--- config.mk ---
export PLATFORM = sky130hd
export DESIGN_NAME = slave_cycle_router
export DESIGN_NICKNAME = d
export VERILOG_FILES = /design/src/rtl/sbr_pkg.sv /design/src/rtl/sbr_decode.sv /design/src/rtl/sbr_accept.sv /design/src/rtl/sbr_seq.sv /design/src/rtl/slave_cycle_router.sv
export SDC_FILE = /design/constraint.sdc
export NUM_CORES = 1
export LEC_CHECK = 0
export ABC_AREA = 1
export BUFFER_PORTS_ARGS = -buffer_cell sky130_fd_sc_hd__buf_2
export CAP_MARGIN = 20
export CORE_MARGIN = 2
export CORE_UTILIZATION = 44
export CTS_BUF_LIST = sky130_fd_sc_hd__clkbuf_8
export DETAILED_ROUTE_END_ITERATION = 12
export PLACE_DENSITY = 0.78
export SKIP_CTS_REPAIR_TIMING = 1
export SYNTH_ARGS = -nofsm -noshare
export SYNTH_HDL_FRONTEND = slang
export SYNTH_SLANG_ARGS = --single-unit
--- constraint.sdc ---
create_clock -name clk -period 1.5 [get_ports clk]
set_clock_uncertainty 0.2 [all_clocks]
set_input_delay 0.375 -clock clk [delete_from_list [all_inputs] [get_ports clk]]
set_output_delay 0.375 -clock clk [all_outputs]
set_load 0.005 [all_outputs]
--- src/rtl/sbr_pkg.sv ---
`timescale 1ns/1ps
// Shared codes for the slave cycle router.
// Assumes the encodings listed in the brief; all modules import this package.
package sbr_pkg;
    typedef enum logic [1:0] {SP_A16 = 2'd0, SP_A24 = 2'd1, SP_A32 = 2'd2, SP_NONE = 2'd3} space_e;
    typedef enum logic [1:0] {W_D8 = 2'd0, W_D16 = 2'd1, W_D32 = 2'd2, W_D64 = 2'd3} width_e;
    typedef enum logic [1:0] {K_SINGLE = 2'd0, K_RMW = 2'd1, K_BLOCK = 2'd2, K_RSVD = 2'd3} kind_e;
    typedef enum logic [1:0] {ROUTE_REG = 2'd0, ROUTE_MEM = 2'd1, ROUTE_FWD = 2'd2, ROUTE_NONE = 2'd3} route_e;
    typedef enum logic [1:0] {ST_IDLE = 2'd0, ST_BUSY = 2'd1, ST_HOLD = 2'd2} state_e;
    localparam int NUM_TGT = 3;
endpackage

--- src/rtl/sbr_decode.sv ---
`timescale 1ns/1ps
// Address classification for the slave cycle router.
// Trims the address to the width of its space, runs the logical-address,
// wide (24/32-bit) and extender-window decoders, and resolves overlaps with
// the priority logical > wide > window. Purely combinational; clk and rst_n
// only clock the checks. Assumes all windows share one power-of-two size and
// every base is aligned to its region size.
module sbr_decode
    import sbr_pkg::*;
#(
    parameter logic [15:0] LA_BASE   = 16'hC000,
    parameter int          LA_LOG2   = 6,
    parameter logic [23:0] A24_BASE  = 24'h20_0000,
    parameter int          A24_LOG2  = 20,
    parameter logic [31:0] A32_BASE  = 32'h4000_0000,
    parameter int          A32_LOG2  = 24,
    parameter int          REG_LOG2  = 12,
    parameter int          NUM_WIN   = 2,
    parameter int          WIN_LOG2  = 14,
    parameter logic [NUM_WIN*32-1:0] WIN_BASE = {32'h0020_0000, 32'h0000_C000}
) (
    input  logic        clk,
    input  logic        rst_n,
    input  space_e      space,
    input  logic [31:0] addr,
    output route_e      route,
    output logic [31:0] addr_trim
);
    logic               la_hit;
    logic               wide_hit;
    logic               wide_reg;
    logic [NUM_WIN-1:0] win_hit;

    // Drop address bits the current space does not carry.
    always_comb begin
        case (space)
            SP_A16:  addr_trim = {16'h0, addr[15:0]};
            SP_A24:  addr_trim = {8'h0, addr[23:0]};
            default: addr_trim = addr;
        endcase
    end

    // Logical-address region lives only in the 16-bit space.
    assign la_hit = (space == SP_A16) && (addr_trim[15:LA_LOG2] == LA_BASE[15:LA_LOG2]);

    // Wide region: hit test and register/memory split by offset.
    always_comb begin
        wide_hit = 1'b0;
        wide_reg = 1'b0;
        if (space == SP_A24) begin
            wide_hit = (addr_trim[23:A24_LOG2] == A24_BASE[23:A24_LOG2]);
            wide_reg = (addr_trim[A24_LOG2-1:REG_LOG2] == '0);
        end else if (space == SP_A32) begin
            wide_hit = (addr_trim[31:A32_LOG2] == A32_BASE[31:A32_LOG2]);
            wide_reg = (addr_trim[A32_LOG2-1:REG_LOG2] == '0);
        end
    end

    // One comparator per extender window.
    for (genvar g = 0; g < NUM_WIN; g++) begin : g_win
        localparam logic [31:0] WB = WIN_BASE[g*32 +: 32];
        assign win_hit[g] = (space != SP_NONE) && (addr_trim[31:WIN_LOG2] == WB[31:WIN_LOG2]);
    end

    // Fixed priority between the three decoder classes.
    always_comb begin
        if (la_hit)        route = ROUTE_REG;
        else if (wide_hit) route = wide_reg ? ROUTE_REG : ROUTE_MEM;
        else if (|win_hit) route = ROUTE_FWD;
        else               route = ROUTE_NONE;
    end

    // a window overlapping the logical region never steals the cycle
    a_r4_la_over_window: assert property (@(posedge clk) disable iff (!rst_n)
        (la_hit && (|win_hit)) |-> (route == ROUTE_REG));
    // a window overlapping the wide region never steals the cycle
    a_r4_wide_over_window: assert property (@(posedge clk) disable iff (!rst_n)
        (wide_hit && (|win_hit)) |-> (route != ROUTE_FWD));
    // the reserved space code matches nothing
    a_r5_no_space_no_hit: assert property (@(posedge clk) disable iff (!rst_n)
        (space == SP_NONE) |-> (route == ROUTE_NONE));
endmodule

--- src/rtl/sbr_accept.sv ---
`timescale 1ns/1ps
// Acceptance rules for the slave cycle router.
// Folds unaligned requests to 32 bits, then rejects 64-bit or block cycles
// in the 16-bit space and the reserved cycle kind. Combinational.
// Assumes it is only consulted for cycles that hit a decoder.
module sbr_accept
    import sbr_pkg::*;
(
    input  space_e space,
    input  width_e width,
    input  kind_e  kind,
    input  logic   unaligned,
    output width_e eff_width,
    output logic   ok
);
    logic wide_only;

    // Unaligned transfers are handled as 32-bit ones.
    assign eff_width = unaligned ? W_D32 : width;

    // 64-bit and block transfers need a 24-bit or 32-bit space.
    assign wide_only = (eff_width == W_D64) || (kind == K_BLOCK);

    // Final verdict on the combination.
    assign ok = (kind != K_RSVD) && !(wide_only && (space == SP_A16));
endmodule

--- src/rtl/sbr_seq.sv ---
`timescale 1ns/1ps
// Cycle sequencer for the slave cycle router.
// Samples a new cycle in IDLE. It either ignores the cycle (no hit), errors
// it (rejected), or holds a one-hot request to the chosen target until that
// target's done. The response is then held until the strobe drops.
// Assumes the master keeps bus_req and the cycle fields steady until answered.
module sbr_seq
    import sbr_pkg::*;
(
    input  logic               clk,
    input  logic               rst_n,
    input  logic               bus_req,
    input  route_e             route,
    input  logic               ok,
    input  logic [31:0]        addr_trim,
    input  space_e             space,
    input  width_e             eff_width,
    input  kind_e              kind,
    input  logic [NUM_TGT-1:0] tgt_done,
    input  logic [NUM_TGT-1:0] tgt_err,
    output logic [NUM_TGT-1:0] tgt_req,
    output logic [31:0]        tgt_addr,
    output space_e             tgt_space,
    output width_e             tgt_width,
    output kind_e              tgt_kind,
    output logic               bus_ack,
    output logic               bus_berr
);
    state_e           st;
    route_e           route_q;
    logic [NUM_TGT:0] done_pad;
    logic [NUM_TGT:0] err_pad;
    logic             sel_done;
    logic             sel_err;

    // Pick done/error from the selected target only.
    assign done_pad = {1'b0, tgt_done};
    assign err_pad  = {1'b0, tgt_err};
    assign sel_done = done_pad[route_q];
    assign sel_err  = err_pad[route_q];

    // Main sequencer: accept, dispatch, respond, release.
    always_ff @(posedge clk) begin
        if (!rst_n) begin
            st        <= ST_IDLE;
            route_q   <= ROUTE_NONE;
            bus_ack   <= 1'b0;
            bus_berr  <= 1'b0;
            tgt_addr  <= '0;
            tgt_space <= SP_A16;
            tgt_width <= W_D8;
            tgt_kind  <= K_SINGLE;
        end else begin
            case (st)
                ST_IDLE: if (bus_req) begin
                    tgt_addr  <= addr_trim;
                    tgt_space <= space;
                    tgt_width <= eff_width;
                    tgt_kind  <= kind;
                    if (route == ROUTE_NONE) begin
                        st <= ST_HOLD;
                    end else if (!ok) begin
                        bus_berr <= 1'b1;
                        st       <= ST_HOLD;
                    end else begin
                        route_q <= route;
                        st      <= ST_BUSY;
                    end
                end
                ST_BUSY: if (sel_done) begin
                    bus_ack  <= !sel_err;
                    bus_berr <= sel_err;
                    route_q  <= ROUTE_NONE;
                    st       <= ST_HOLD;
                end
                ST_HOLD: if (!bus_req) begin
                    bus_ack  <= 1'b0;
                    bus_berr <= 1'b0;
                    st       <= ST_IDLE;
                end
                default: st <= ST_IDLE;
            endcase
        end
    end

    // One request line per target, live only while dispatched.
    for (genvar g = 0; g < NUM_TGT; g++) begin : g_req
        assign tgt_req[g] = (st == ST_BUSY) && (route_q == route_e'(g));
    end

    // at most one target is requested at a time
    a_r9_onehot_req: assert property (@(posedge clk) disable iff (!rst_n)
        $onehot0(tgt_req));
    // acknowledge only follows a done from the selected target
    a_r9_ack_after_done: assert property (@(posedge clk) disable iff (!rst_n)
        $rose(bus_ack) |-> $past(sel_done && (|tgt_req)));
    // response held while the strobe stays high
    a_r10_hold_resp: assert property (@(posedge clk) disable iff (!rst_n)
        ((bus_ack || bus_berr) && bus_req) |=> (bus_ack || bus_berr));
    // response released after the strobe drops
    a_r10_release: assert property (@(posedge clk) disable iff (!rst_n)
        ((st == ST_HOLD) && !bus_req) |=> (!bus_ack && !bus_berr));
    // a miss gets no answer and no request
    a_r5_miss_silent: assert property (@(posedge clk) disable iff (!rst_n)
        ((st == ST_IDLE) && bus_req && (route == ROUTE_NONE)) |=> (!bus_ack && !bus_berr && (tgt_req == '0)));
    // a rejected combination errors on the next cycle without a request
    a_r11_reject_err: assert property (@(posedge clk) disable iff (!rst_n)
        ((st == ST_IDLE) && bus_req && (route != ROUTE_NONE) && !ok) |=> (bus_berr && (tgt_req == '0)));
    // acknowledge and error never together
    a_r5_ack_berr_mutex: assert property (@(posedge clk) disable iff (!rst_n)
        !(bus_ack && bus_berr));
endmodule

--- src/rtl/slave_cycle_router.sv ---
`timescale 1ns/1ps
// Top of the slave cycle router.
// Ties the decoders, the acceptance rules and the sequencer together and maps
// the plain port codes onto the package types. Assumes a synchronous
// active-low reset and a master that holds each cycle until it is answered.
module slave_cycle_router
    import sbr_pkg::*;
#(
    parameter logic [15:0] LA_BASE  = 16'hC000,
    parameter int          LA_LOG2  = 6,
    parameter logic [23:0] A24_BASE = 24'h20_0000,
    parameter int          A24_LOG2 = 20,
    parameter logic [31:0] A32_BASE = 32'h4000_0000,
    parameter int          A32_LOG2 = 24,
    parameter int          REG_LOG2 = 12,
    parameter int          NUM_WIN  = 2,
    parameter int          WIN_LOG2 = 14,
    parameter logic [NUM_WIN*32-1:0] WIN_BASE = {32'h0020_0000, 32'h0000_C000}
) (
    input  logic        clk,
    input  logic        rst_n,
    input  logic        bus_req,
    input  logic [31:0] bus_addr,
    input  logic [1:0]  bus_space,
    input  logic [1:0]  bus_width,
    input  logic [1:0]  bus_kind,
    input  logic        bus_unaligned,
    output logic        bus_ack,
    output logic        bus_berr,
    output logic        reg_req,
    output logic        mem_req,
    output logic        fwd_req,
    output logic [31:0] tgt_addr,
    output logic [1:0]  tgt_space,
    output logic [1:0]  tgt_width,
    output logic [1:0]  tgt_kind,
    input  logic        reg_done,
    input  logic        reg_err,
    input  logic        mem_done,
    input  logic        mem_err,
    input  logic        fwd_done,
    input  logic        fwd_err
);
    space_e             space;
    width_e             width;
    kind_e              kind;
    route_e             route;
    width_e             eff_width;
    logic               ok;
    logic [31:0]        addr_trim;
    logic [NUM_TGT-1:0] req_vec;
    space_e             tgt_space_e;
    width_e             tgt_width_e;
    kind_e              tgt_kind_e;

    // Port codes onto package types.
    assign space = space_e'(bus_space);
    assign width = width_e'(bus_width);
    assign kind  = kind_e'(bus_kind);

    sbr_decode #(
        .LA_BASE(LA_BASE), .LA_LOG2(LA_LOG2),
        .A24_BASE(A24_BASE), .A24_LOG2(A24_LOG2),
        .A32_BASE(A32_BASE), .A32_LOG2(A32_LOG2),
        .REG_LOG2(REG_LOG2), .NUM_WIN(NUM_WIN),
        .WIN_LOG2(WIN_LOG2), .WIN_BASE(WIN_BASE)
    ) u_decode (
        .clk(clk), .rst_n(rst_n), .space(space), .addr(bus_addr),
        .route(route), .addr_trim(addr_trim)
    );

    sbr_accept u_accept (
        .space(space), .width(width), .kind(kind), .unaligned(bus_unaligned),
        .eff_width(eff_width), .ok(ok)
    );

    sbr_seq u_seq (
        .clk(clk), .rst_n(rst_n), .bus_req(bus_req),
        .route(route), .ok(ok), .addr_trim(addr_trim),
        .space(space), .eff_width(eff_width), .kind(kind),
        .tgt_done({fwd_done, mem_done, reg_done}),
        .tgt_err({fwd_err, mem_err, reg_err}),
        .tgt_req(req_vec), .tgt_addr(tgt_addr),
        .tgt_space(tgt_space_e), .tgt_width(tgt_width_e), .tgt_kind(tgt_kind_e),
        .bus_ack(bus_ack), .bus_berr(bus_berr)
    );

    // Request lines and target fields back onto plain ports.
    assign reg_req   = req_vec[ROUTE_REG];
    assign mem_req   = req_vec[ROUTE_MEM];
    assign fwd_req   = req_vec[ROUTE_FWD];
    assign tgt_space = tgt_space_e;
    assign tgt_width = tgt_width_e;
    assign tgt_kind  = tgt_kind_e;
endmodule

==> metrics.yaml, run 1 <==
sta:
  worstMarginPinSlew_ns: 0.3670
  slew-limit-headroom: 0.7531
  min_period_ns: 1.707
  finalHoldViolCount: 0
  clock.fmax_ghz: 0.5858
  finalSetupViolCount: 7
  rsz0062_at_grt: "yes"
  drv_slew: 0
  fin_crit_sh: 1.138
  tns_ns: -0.6269
  final.setup.worst_slack_ns: -0.2070
critical_path:
  crit_fanout: 4
  crit_arrival_ns: 1.13
  cp_slowest_cell: "dfxtp_2"
  critPathMaxStageDelay_ns: 0.34
  cpLargestDelayFamily: "flip-flops"
  critical_path_depth: 5
  cpMostUsedCell: "inv_2"
  path_cells: "inv_2 > nor2_4 > inv_2 > nor3_2 > buf_2"
  rr_startpoint: "u_seq.st[1]$_SDFFE_PN0P_"
  rrSetupSlack_ns: -0.03
  r2r_end: "u_seq.st[1]$_SDFFE_PN0P_"
  cp_num_buf_inv: 3
  worst_setup_path_end_kind: "output pin"
  cp.required_ns: 0.92
  r2r_cells: 8
  crit_path_start_kind: "flip-flop"
  critPathKind: "reg -> out"
placement:
  gp_congestion: 0.8720
  port_buffers: 90
  pre_cts_ws_ns: -0.3825
  hpwl_um: 4175
die:
  die_y_um: 71.92
  start_util: 0.4629
  die_x_um: 71.92
  row_count: 24
  core_um2: 4384
  dieArea_um2: 5172
  pin_count: 91
flow_run:
  drv_cap: 0
clock_tree:
  clock_sink_count: 44
  root_buffer: "clkbuf_8"
  tritoncts: "yes"
  cts_buffers: 5
  clk_pin_slew_ns: 0.08
  clock_path_buffers: 2
  clkLatencyLatePin_ns: 0.30
  htreeDepth: 2
synth:
  synth_area_leader_cell: "dfxtp_1"
  syn-num-nets: 342
  postSynthCellCount: 294
  async_reset_ff_frac: 0
  yosysSeqAreaShare: 0.4340
  syn-cell-area_um2: 2029
  synth_commonest_cells: "66 x nor2_1, 44 x dfxtp_1, 44 x nand2_1, 32 x o21ai_0, 21 x nand3_1"
  yosysWarningCount: 0
  synth.area.top_cells: "dfxtp_1 43%, nor2_1 12%, nand2_1 8.1%"
  synth_cell_types: 28
  syn_area_per_cell_um2: 6.903
  synth-seq-cells: 44
  synth-edff-count: 0
  netlist.area_leader.share: 0.4340
  synth.most_common_cell: "nor2_1"
  ys_dominant_reg_cell: "dfxtp_1"
power_and_ir_drop:
  leakage_nw: 1.521
  powerDensity_nw_per_um2: 896.7
  ir_drop_mv: 0.7133
global_route:
  grt_util_all_layers: 0.2178
  grt_pass1_vias: 2147
  grt_pass1_wl_um: 9039
  antenna_found_initial: 0
  grt_max_degree: 30
  grt-ovfl-total: 0
outcome:
  status: "complete, but fails checks"
  violations: "negative setup slack"
detailed_routing:
  drc_errors: 0
  viasPerCell: 5.092
  drtIter0Drc: 80
  wl_um: 5836
  wl_per_cell_um: 12.50
  drtAntennaViolNets: 0
  drt-pass1-iter-count: 4
  vias: 2378
final_layout:
  areaGrowthSynthToFinish_pct: 48.09
  multiInputGateArea_um2: 1111
  nFillCells: 386
  antennaDiodeCount: 0
  final-seq-area_um2: 890.9
  nets: 462
  drive_gt1_frac: 0.4313
worst_hold_path:
  hp-class: "in -> reg"
  hold_end: "u_seq.tgt_addr[4]$_SDFFE_PN0P_"
  min_from: "bus_addr[4]"
  hold_depth: 3
-- worst reg2reg max path: stages (launching register included) --
cell and delay, ns:
dfxtp_4 0.37, inv_2 0.09, nand2_1 0.12, nor2_4 0.18, inv_1 0.08, buf_4 0.19, nand2_1 0.08, nand2_1 0.06
a21oi_2 0.10
-- report_power, final --
group          leakage, nW  switching [W]  total, W  internal [W]
logic                 1.11       0.000332  0.000616      0.000284
registers            0.364      0.0000475   0.00131       0.00126
clock network       0.0510       0.000401  0.000769      0.000368
-- state kept, by name, indices dropped and copies added (netlist names) --
name	count
u_seq.tgt_addr	32
u_seq.tgt_width	2
u_seq.route_q	2
u_seq.tgt_space	2
u_seq.st	2
u_seq.bus_ack	1
u_seq.tgt_kind	2
u_seq.bus_berr	1
-- placed cells by master, fill, tap and decap left out, types with 2 or more instances in the layout --
master / instances
o21ai_1: 4
buf_2: 89
nand2_2: 3
nor2_2: 6
buf_6: 3
buf_12: 2
dfxtp_4: 2
dfxtp_1: 40
nand3b_1: 2
nand4_1: 3
inv_1: 13
a211oi_1: 5
inv_2: 8
nor3_2: 3
nand3_1: 18
a21oi_1: 15
nor2_1: 60
clkbuf_8: 6
a21oi_2: 3
buf_4: 33
nand2_1: 41
o21ai_0: 30
nor2_4: 5
nor3_1: 2
nand3_2: 3
nand2_4: 4
dfxtp_2: 2
o21ai_2: 3
clkinv_2: 2
-- final cells by class --
class / instances / share of cell area
clock buffer: 6 / 0.02748
clock inverter: 2 / 0.003331
inverter: 21 / 0.02623
multi-input combinational: 215 / 0.3697
sequential: 44 / 0.2964
tap: 52 / 0.02165
timing repair buffer: 127 / 0.2552
-- cells by family after synthesis --
logic type,count (synthesis),share of synthesized area
simple gates,154,0.3317
compound gates,61,0.1615
buf+inv,35,0.07275
flops,44,0.4340
-- worst max-delay path by stage --
stage	startpoint	endpoint	slack, ns
floorplan	bus_space[1]	u_seq.route_q[0]$_SDFFE_PN1P_	-0.02
global placement	bus_space[1]	u_seq.route_q[0]$_SDFFE_PN1P_	-0.32
global route	u_seq.st[0]$_SDFFE_PN0P_	reg_req	-0.28
detailed placement	bus_space[1]	u_seq.route_q[1]$_SDFFE_PN1P_	-0.38
CTS	u_seq.st[0]$_SDFFE_PN0P_	reg_req	-0.35
finish	u_seq.st[0]$_SDFFE_PN0P_	reg_req	-0.21
-- per-layer routing --
metal | GRT usage | routed length [um]
met1 | 0.2649 | 2578
met2 | 0.3796 | 2826
met3 | 0.05556 | 312
met4 | 0.06499 | 119
met5 | 0 | 0
-- through the flow --
step / std cells / power (W) / util / instance area, um^2 / hold WS, ns
after global routing: 467 / 0.002841 / 0.6855 / 3005 / 0.09810
after floorplan: 294 / 0.001613 / - / 2054 / 0.2574
after CTS: 463 / 0.002651 / 0.6490 / 2845 / 0.09317
after global placement: 455 / 0.001883 / 0.6279 / 2753 / 0.2481
after detailed placement: 455 / 0.001895 / 0.6279 / 2753 / 0.2501
final: 467 / 0.002695 / 0.6855 / 3005 / 0.09133
Power figures use the tool's default switching activity.
==> run 2, diff against run 1 <==
--- a/config.mk
+++ b/config.mk
@@ -9,10 +9,10 @@
 export BUFFER_PORTS_ARGS = -buffer_cell sky130_fd_sc_hd__buf_2
 export CAP_MARGIN = 20
 export CORE_MARGIN = 2
-export CORE_UTILIZATION = 44
+export CORE_UTILIZATION = 48
 export CTS_BUF_LIST = sky130_fd_sc_hd__clkbuf_8
 export DETAILED_ROUTE_END_ITERATION = 12
-export PLACE_DENSITY = 0.78
+export PLACE_DENSITY = 0.81
 export SKIP_CTS_REPAIR_TIMING = 1
 export SYNTH_ARGS = -nofsm -noshare
 export SYNTH_HDL_FRONTEND = slang
==> constraint.sdc (replaced) <==
create_clock -name clk -period 1.7 [get_ports clk]
set_clock_uncertainty 0.2 [all_clocks]
set_input_delay 0.425 -clock clk [delete_from_list [all_inputs] [get_ports clk]]
set_output_delay 0.425 -clock clk [all_outputs]
set_load 0.005 [all_outputs]
==> run 2 against run 1 <==
Net effect:
- the flow still finishes with violations (negative setup slack)
- critical path depth stayed put
- design area is 4.8% lower
- die area is 7.9% lower
- sequential share of layout area is 1.3 points higher
- global-route usage rose by 1.5 points
- worst setup slack better by 0.18 ns
- first-iteration DRC count rose by 23%
- register-to-register slack gained 0.17 ns
- count of clock-buffer cells in the layout decreased by 1
- critical endpoint is now fwd_req
- wire length is 5.5% lower
- sequential power decreased by 11%
- via count down 3.8%
==> metrics.yaml, run 2 (same netlist as run 1, synthesis figures left out) <==
die:
  pin_count: 91
  core_um2: 4029
  row_count: 23
  die_y_um: 69.03
  start_util: 0.5037
  die_x_um: 69.03
  dieArea_um2: 4764
global_route:
  grt_pass1_wl_um: 9294
  grt_max_degree: 30
  grt_util_all_layers: 0.2329
  grt_pass1_vias: 2169
  antenna_found_initial: 0
  grt-ovfl-total: 0
worst_hold_path:
  hold_depth: 3
  hp-class: "in -> reg"
  min_from: "bus_addr[4]"
  hold_end: "u_seq.tgt_addr[4]$_SDFFE_PN0P_"
sta:
  drv_slew: 0
  finalHoldViolCount: 0
  final.setup.worst_slack_ns: -0.03147
  fin_crit_sh: 1.019
  worstMarginPinSlew_ns: 0.3235
  min_period_ns: 1.731
  slew-limit-headroom: 0.7824
  tns_ns: -0.05626
  finalSetupViolCount: 2
  clock.fmax_ghz: 0.5775
  rsz0062_at_grt: "yes"
outcome:
  status: "complete, but fails checks"
  violations: "negative setup slack"
detailed_routing:
  wl_met2_um: 2741
  drc_errors: 0
  wl_per_cell_um: 12.21
  wl_um: 5517
  viasPerCell: 5.062
  vias: 2288
  top_layer: "met4"
  drtAntennaViolNets: 0
  met3_length_um: 331
  drt-pass1-iter-count: 4
  drtIter0Drc: 98
  met1_length_um: 2401
final_layout:
  final-seq-area_um2: 885.9
  fin_cells: 452
  antennaDiodeCount: 0
  areaGrowthSynthToFinish_pct: 41.00
  regMostFlops: "u_seq.tgt_addr"
  post-route-util: 0.7102
  drive_gt1_frac: 0.3781
  nFillCells: 364
  final_common_cell: "buf_2"
  largest_reg_flops: 32
  multiInputGateArea_um2: 1055
  nets: 450
  finish.instance_area_um2: 2861
  layout_common_cells: "90 x buf_2, 64 x nor2_1, 43 x nand2_1"
critical_path:
  crit_arrival_ns: 1.11
  r2r_cells: 7
  cp_num_buf_inv: 3
  critPathMaxStageDelay_ns: 0.35
  rr_startpoint: "u_seq.st[1]$_SDFFE_PN0P_"
  worst_setup_path_end_kind: "output pin"
  crit_path_start_kind: "flip-flop"
  r2r_end: "u_seq.tgt_addr[19]$_SDFFE_PN0P_"
  cpLargestDelayFamily: "flip-flops"
  rrSetupSlack_ns: 0.14
  critPathKind: "reg -> out"
  cpMostUsedCell: "inv_2"
  cp.required_ns: 1.07
  cp_slowest_cell: "dfxtp_2"
  crit_fanout: 4
  path_cells: "inv_2 > nor2_4 > inv_2 > nor3_2 > buf_2"
power_and_ir_drop:
  p_seq_frac: 0.449
  p_int_w: 0.001915
  power_w: 0.002579
  sw_frac_of_total: 0.2576
  p_comb_frac: 0.191
  pwr-share-clk: 0.360
  p_sw_w: 0.0006644
  leakage_nw: 1.461
  ir_drop_mv: 0.6429
  powerDensity_nw_per_um2: 901.3
placement:
  port_buffers: 90
  gp_congestion: 0.8408
  hpwl_um: 4062
  place_area_um2: 2666
  placed_cells: 444
flow_run:
  drv_cap: 0
clock_tree:
  clkLatencyLatePin_ns: 0.29
  htreeDepth: 2
  tritoncts: "yes"
  clk_pin_slew_ns: 0.08
  clock_sink_count: 44
  clock_path_buffers: 2
  cts_buffers: 5
  root_buffer: "clkbuf_8"
==> run 2: changes by cell type in the layout (fill, tap and decap cells not counted), sizes merged <==
| cell | delta |
|---|---|
| clkinv | -2 |
| clkbuf | -1 |
| bufinv | +2 |
| buf | -12 |
==> run 2: per-layer routing <==
layer / vias up / GRT usage
met2: 72 / 0.4049
met4: 0 / 0.07190
met5: - / 0
li1: 1177 / -
met1: 1035 / 0.2793
met3: 4 / 0.06140
==> run 2: final cells by class <==
| class | count | share of cell area |
|---|---|---|
| Inverter | 21 | 0.02755 |
| Timing Repair Buffer | 115 | 0.2274 |
| Multi-Input combinational cell | 215 | 0.3686 |
| Clock buffer | 5 | 0.02405 |
| Tap cell | 50 | 0.02186 |
| Sequential cell | 44 | 0.3096 |
| Clock inverter | 2 | 0.02099 |
==> run 2: stage by stage <==
| stage | setup slack (ns) | hold slack, ns |
|---|---|---|
| after floorplan | 0.09147 | 0.2574 |
| after global placement | -0.1925 | 0.2460 |
| after detailed placement | -0.2313 | 0.2494 |
| after CTS | -0.1447 | 0.1464 |
| after global routing | -0.08351 | 0.1630 |
| final | -0.03147 | 0.1456 |
==> run 2: how the worst max path moves through the flow <==
| stage | start | to | cells after the start |
|---|---|---|---|
| after floorplan | bus_space[0] | u_seq.route_q[0]$_SDFFE_PN1P_ | 11 |
| after global placement | bus_space[1] | u_seq.route_q[0]$_SDFFE_PN1P_ | 13 |
| after detailed placement | bus_space[1] | u_seq.route_q[0]$_SDFFE_PN1P_ | 12 |
| after CTS | u_seq.st[0]$_SDFFE_PN0P_ | reg_req | 5 |
| after global routing | u_seq.st[0]$_SDFFE_PN0P_ | fwd_req | 5 |
| final | u_seq.st[0]$_SDFFE_PN0P_ | fwd_req | 5 |
==> run 2: power groups by stage <==
stage / sequential [W] / clock (W) / combinational, W
after detailed placement: 0.00118 / 0 / 0.000477
after CTS: 0.00115 / 0.000937 / 0.000480
after floorplan: 0.00118 / 0 / 0.000235
final: 0.00116 / 0.000929 / 0.000492
after global routing: 0.00117 / 0.000976 / 0.000553
after global placement: 0.00118 / 0 / 0.000467
==> run 2: worst reg2reg max path, stage by stage (launching register included) <==
cell     delay (ns)
dfxtp_2        0.36
inv_1          0.09
nand2_1        0.09
nor2_2         0.21
inv_1          0.09
buf_4          0.23
a21oi_1        0.15
nor2_1         0.05
==> run 3, diff against run 2 <==
--- a/config.mk
+++ b/config.mk
@@ -9,10 +9,10 @@
 export BUFFER_PORTS_ARGS = -buffer_cell sky130_fd_sc_hd__buf_2
 export CAP_MARGIN = 20
 export CORE_MARGIN = 2
-export CORE_UTILIZATION = 48
+export CORE_UTILIZATION = 52
 export CTS_BUF_LIST = sky130_fd_sc_hd__clkbuf_8
 export DETAILED_ROUTE_END_ITERATION = 12
-export PLACE_DENSITY = 0.81
+export PLACE_DENSITY = 0.87
 export SKIP_CTS_REPAIR_TIMING = 1
 export SYNTH_ARGS = -nofsm -noshare
 export SYNTH_HDL_FRONTEND = slang
==> constraint.sdc (replaced) <==
create_clock -name clk -period 2.2 [get_ports clk]
set_clock_uncertainty 0.2 [all_clocks]
set_input_delay 0.55 -clock clk [delete_from_list [all_inputs] [get_ports clk]]
set_output_delay 0.55 -clock clk [all_outputs]
set_load 0.005 [all_outputs]
==> run 3 against run 2 <==
Net effect:
- largest power group unchanged
- critical path depth unchanged
- via count down 2.8%
- utilization increased by 0.19 points
- highest routed layer unchanged
- sequential share of layout area is 2.3 points higher
- the run now ends clean
==> metrics.yaml, run 3 (same netlist as run 1, synthesis figures left out) <==
critical_path:
  critPathMaxStageDelay_ns: 0.36
  path_cells: "inv_1 > nor2_4 > inv_1 > nor3_1 > buf_2"
  rrSetupSlack_ns: 0.61
  r2r_cells: 7
  rr_startpoint: "u_seq.st[1]$_SDFFE_PN0P_"
  cp.required_ns: 1.45
  cpLargestDelayFamily: "flip-flops"
  critPathKind: "reg -> out"
  worst_setup_path_end_kind: "output pin"
  crit_fanout: 5
  crit_arrival_ns: 1.29
  cp_num_buf_inv: 3
  cp_slowest_cell: "dfxtp_1"
  crit_path_start_kind: "flip-flop"
  r2r_end: "u_seq.route_q[1]$_SDFFE_PN1P_"
  cpMostUsedCell: "inv_1"
detailed_routing:
  wl_per_cell_um: 12.11
  drtIter0Drc: 98
  drc_errors: 0
  drt-pass1-iter-count: 4
  wl_um: 5244
  viasPerCell: 5.134
  drtAntennaViolNets: 0
  vias: 2223
power_and_ir_drop:
  powerDensity_nw_per_um2: 705.9
  leakage_nw: 1.352
  ir_drop_mv: 0.5963
global_route:
  gr-usage-met3: 0.06588
  grt_max_degree: 30
  gr-usage-met2: 0.4513
  grt-ovfl-total: 0
  grt_util_all_layers: 0.2483
  antenna_found_initial: 0
  grt_pass1_vias: 2123
  grt_pass1_wl_um: 8631
  busiest_layer: "met2"
  grtUsageMet1: 0.2916
sta:
  rsz0062_at_grt: "no"
  worstMarginPinSlew_ns: 0.4875
  tns_ns: 0
  clock.fmax_ghz: 0.4896
  slew-limit-headroom: 0.6746
  drv_slew: 0
  min_period_ns: 2.043
  finalSetupViolCount: 0
  fin_crit_sh: 0.9285
  holdWs_ns: 0.2651
  finalHoldViolCount: 0
die:
  die_x_um: 66.47
  die_y_um: 66.47
  pin_count: 91
  core_um2: 3716
  dieArea_um2: 4418
  row_count: 22
  start_util: 0.5461
final_layout:
  layout_common_cells: "90 x buf_2, 65 x nor2_1, 44 x nand2_1, 44 x dfxtp_1, 32 x o21ai_0"
  nets: 432
  fin_cells: 433
  post-route-util: 0.7121
  regMostFlops: "u_seq.tgt_addr"
  drive_gt1_frac: 0.3169
  areaGrowthSynthToFinish_pct: 30.39
  final_common_cell: "buf_2"
  largest_reg_flops: 32
  finish.instance_area_um2: 2646
  antennaDiodeCount: 0
placement:
  port_buffers: 90
  placed_cells: 425
  gp_congestion: 0.8183
  place_area_um2: 2524
  hpwl_um: 3982
clock_tree:
  clkLatencyLatePin_ns: 0.30
  clock_sink_count: 44
  clk_pin_slew_ns: 0.08
  clock_path_buffers: 2
  root_buffer: "clkbuf_8"
  htreeDepth: 2
  cts_buffers: 5
  tritoncts: "yes"
outcome:
  status: "finished clean"
worst_hold_path:
  hp-class: "reg -> reg"
  hold_end: "u_seq.tgt_addr[24]$_SDFFE_PN0P_"
  hold_depth: 2
  min_from: "u_seq.tgt_addr[24]$_SDFFE_PN0P_"
flow_run:
  drv_cap: 0
## run 3: changes by cell type in the layout (fill, tap and decap cells not counted), moves of 2 or more
cell	change
dfxtp_2	-4
buf_4	-17
inv_1	+2
nor3_1	+2
dfxtp_1	+4
nor3_2	-2
inv_2	-2
## run 3: metal layers
metal	routed length [um]	vias to the layer above
li1	-	1140
met1	2298	1006
met2	2623	72
met3	294	5
met4	27	0
met5	0	-
## run 3: worst max path at each step
stage | to | slack, ns | startpoint | cells past startpoint
floorplan | u_seq.route_q[0]$_SDFFE_PN1P_ | 0.47 | bus_space[0] | 11
global placement | u_seq.route_q[0]$_SDFFE_PN1P_ | 0.18 | bus_space[1] | 11
detailed placement | u_seq.bus_berr$_SDFFE_PN0P_ | 0.10 | bus_space[1] | 12
CTS | fwd_req | -0.004 | u_seq.st[0]$_SDFFE_PN0P_ | 5
global route | fwd_req | 0.04 | u_seq.st[0]$_SDFFE_PN0P_ | 5
finish | fwd_req | 0.16 | u_seq.st[0]$_SDFFE_PN0P_ | 5
## run 3: cell type report
type                       count  area, um^2
clock buffer                   5       68.82
tap                           48       60.06
sequential                    44       880.8
multi-input combinational    215        1008
timing repair buffer          97       503.0
inverter                      21       78.83
fill                         331        1070
clock inverter                 3       46.29
## run 3: metrics by stage
step                worst slack [ns]  total power (W)
floorplan                     0.4665         0.001096
detailed placement            0.1004         0.001253
global placement              0.1775         0.001240
global route                 0.03898         0.001962
CTS                        -0.003603         0.001876
finish                        0.1574         0.001868
## run 3: worst reg2reg max path: stages, from the launching register on
cell,delay [ns]
dfxtp_1,0.43
inv_1,0.11
nand2_1,0.12
inv_1,0.09
a21boi_0,0.26
nand3_1,0.13
nand2_1,0.08
nand3_1,0.07
## run 3: power breakdown
| part | switching (W) | internal [W] | total [W] |
|---|---|---|---|
| Clock | 0.000288 | 0.000342 | 0.000630 |
| Combinational | 0.000198 | 0.000145 | 0.000343 |
| Sequential | 0.0000341 | 0.000861 | 0.000895 |
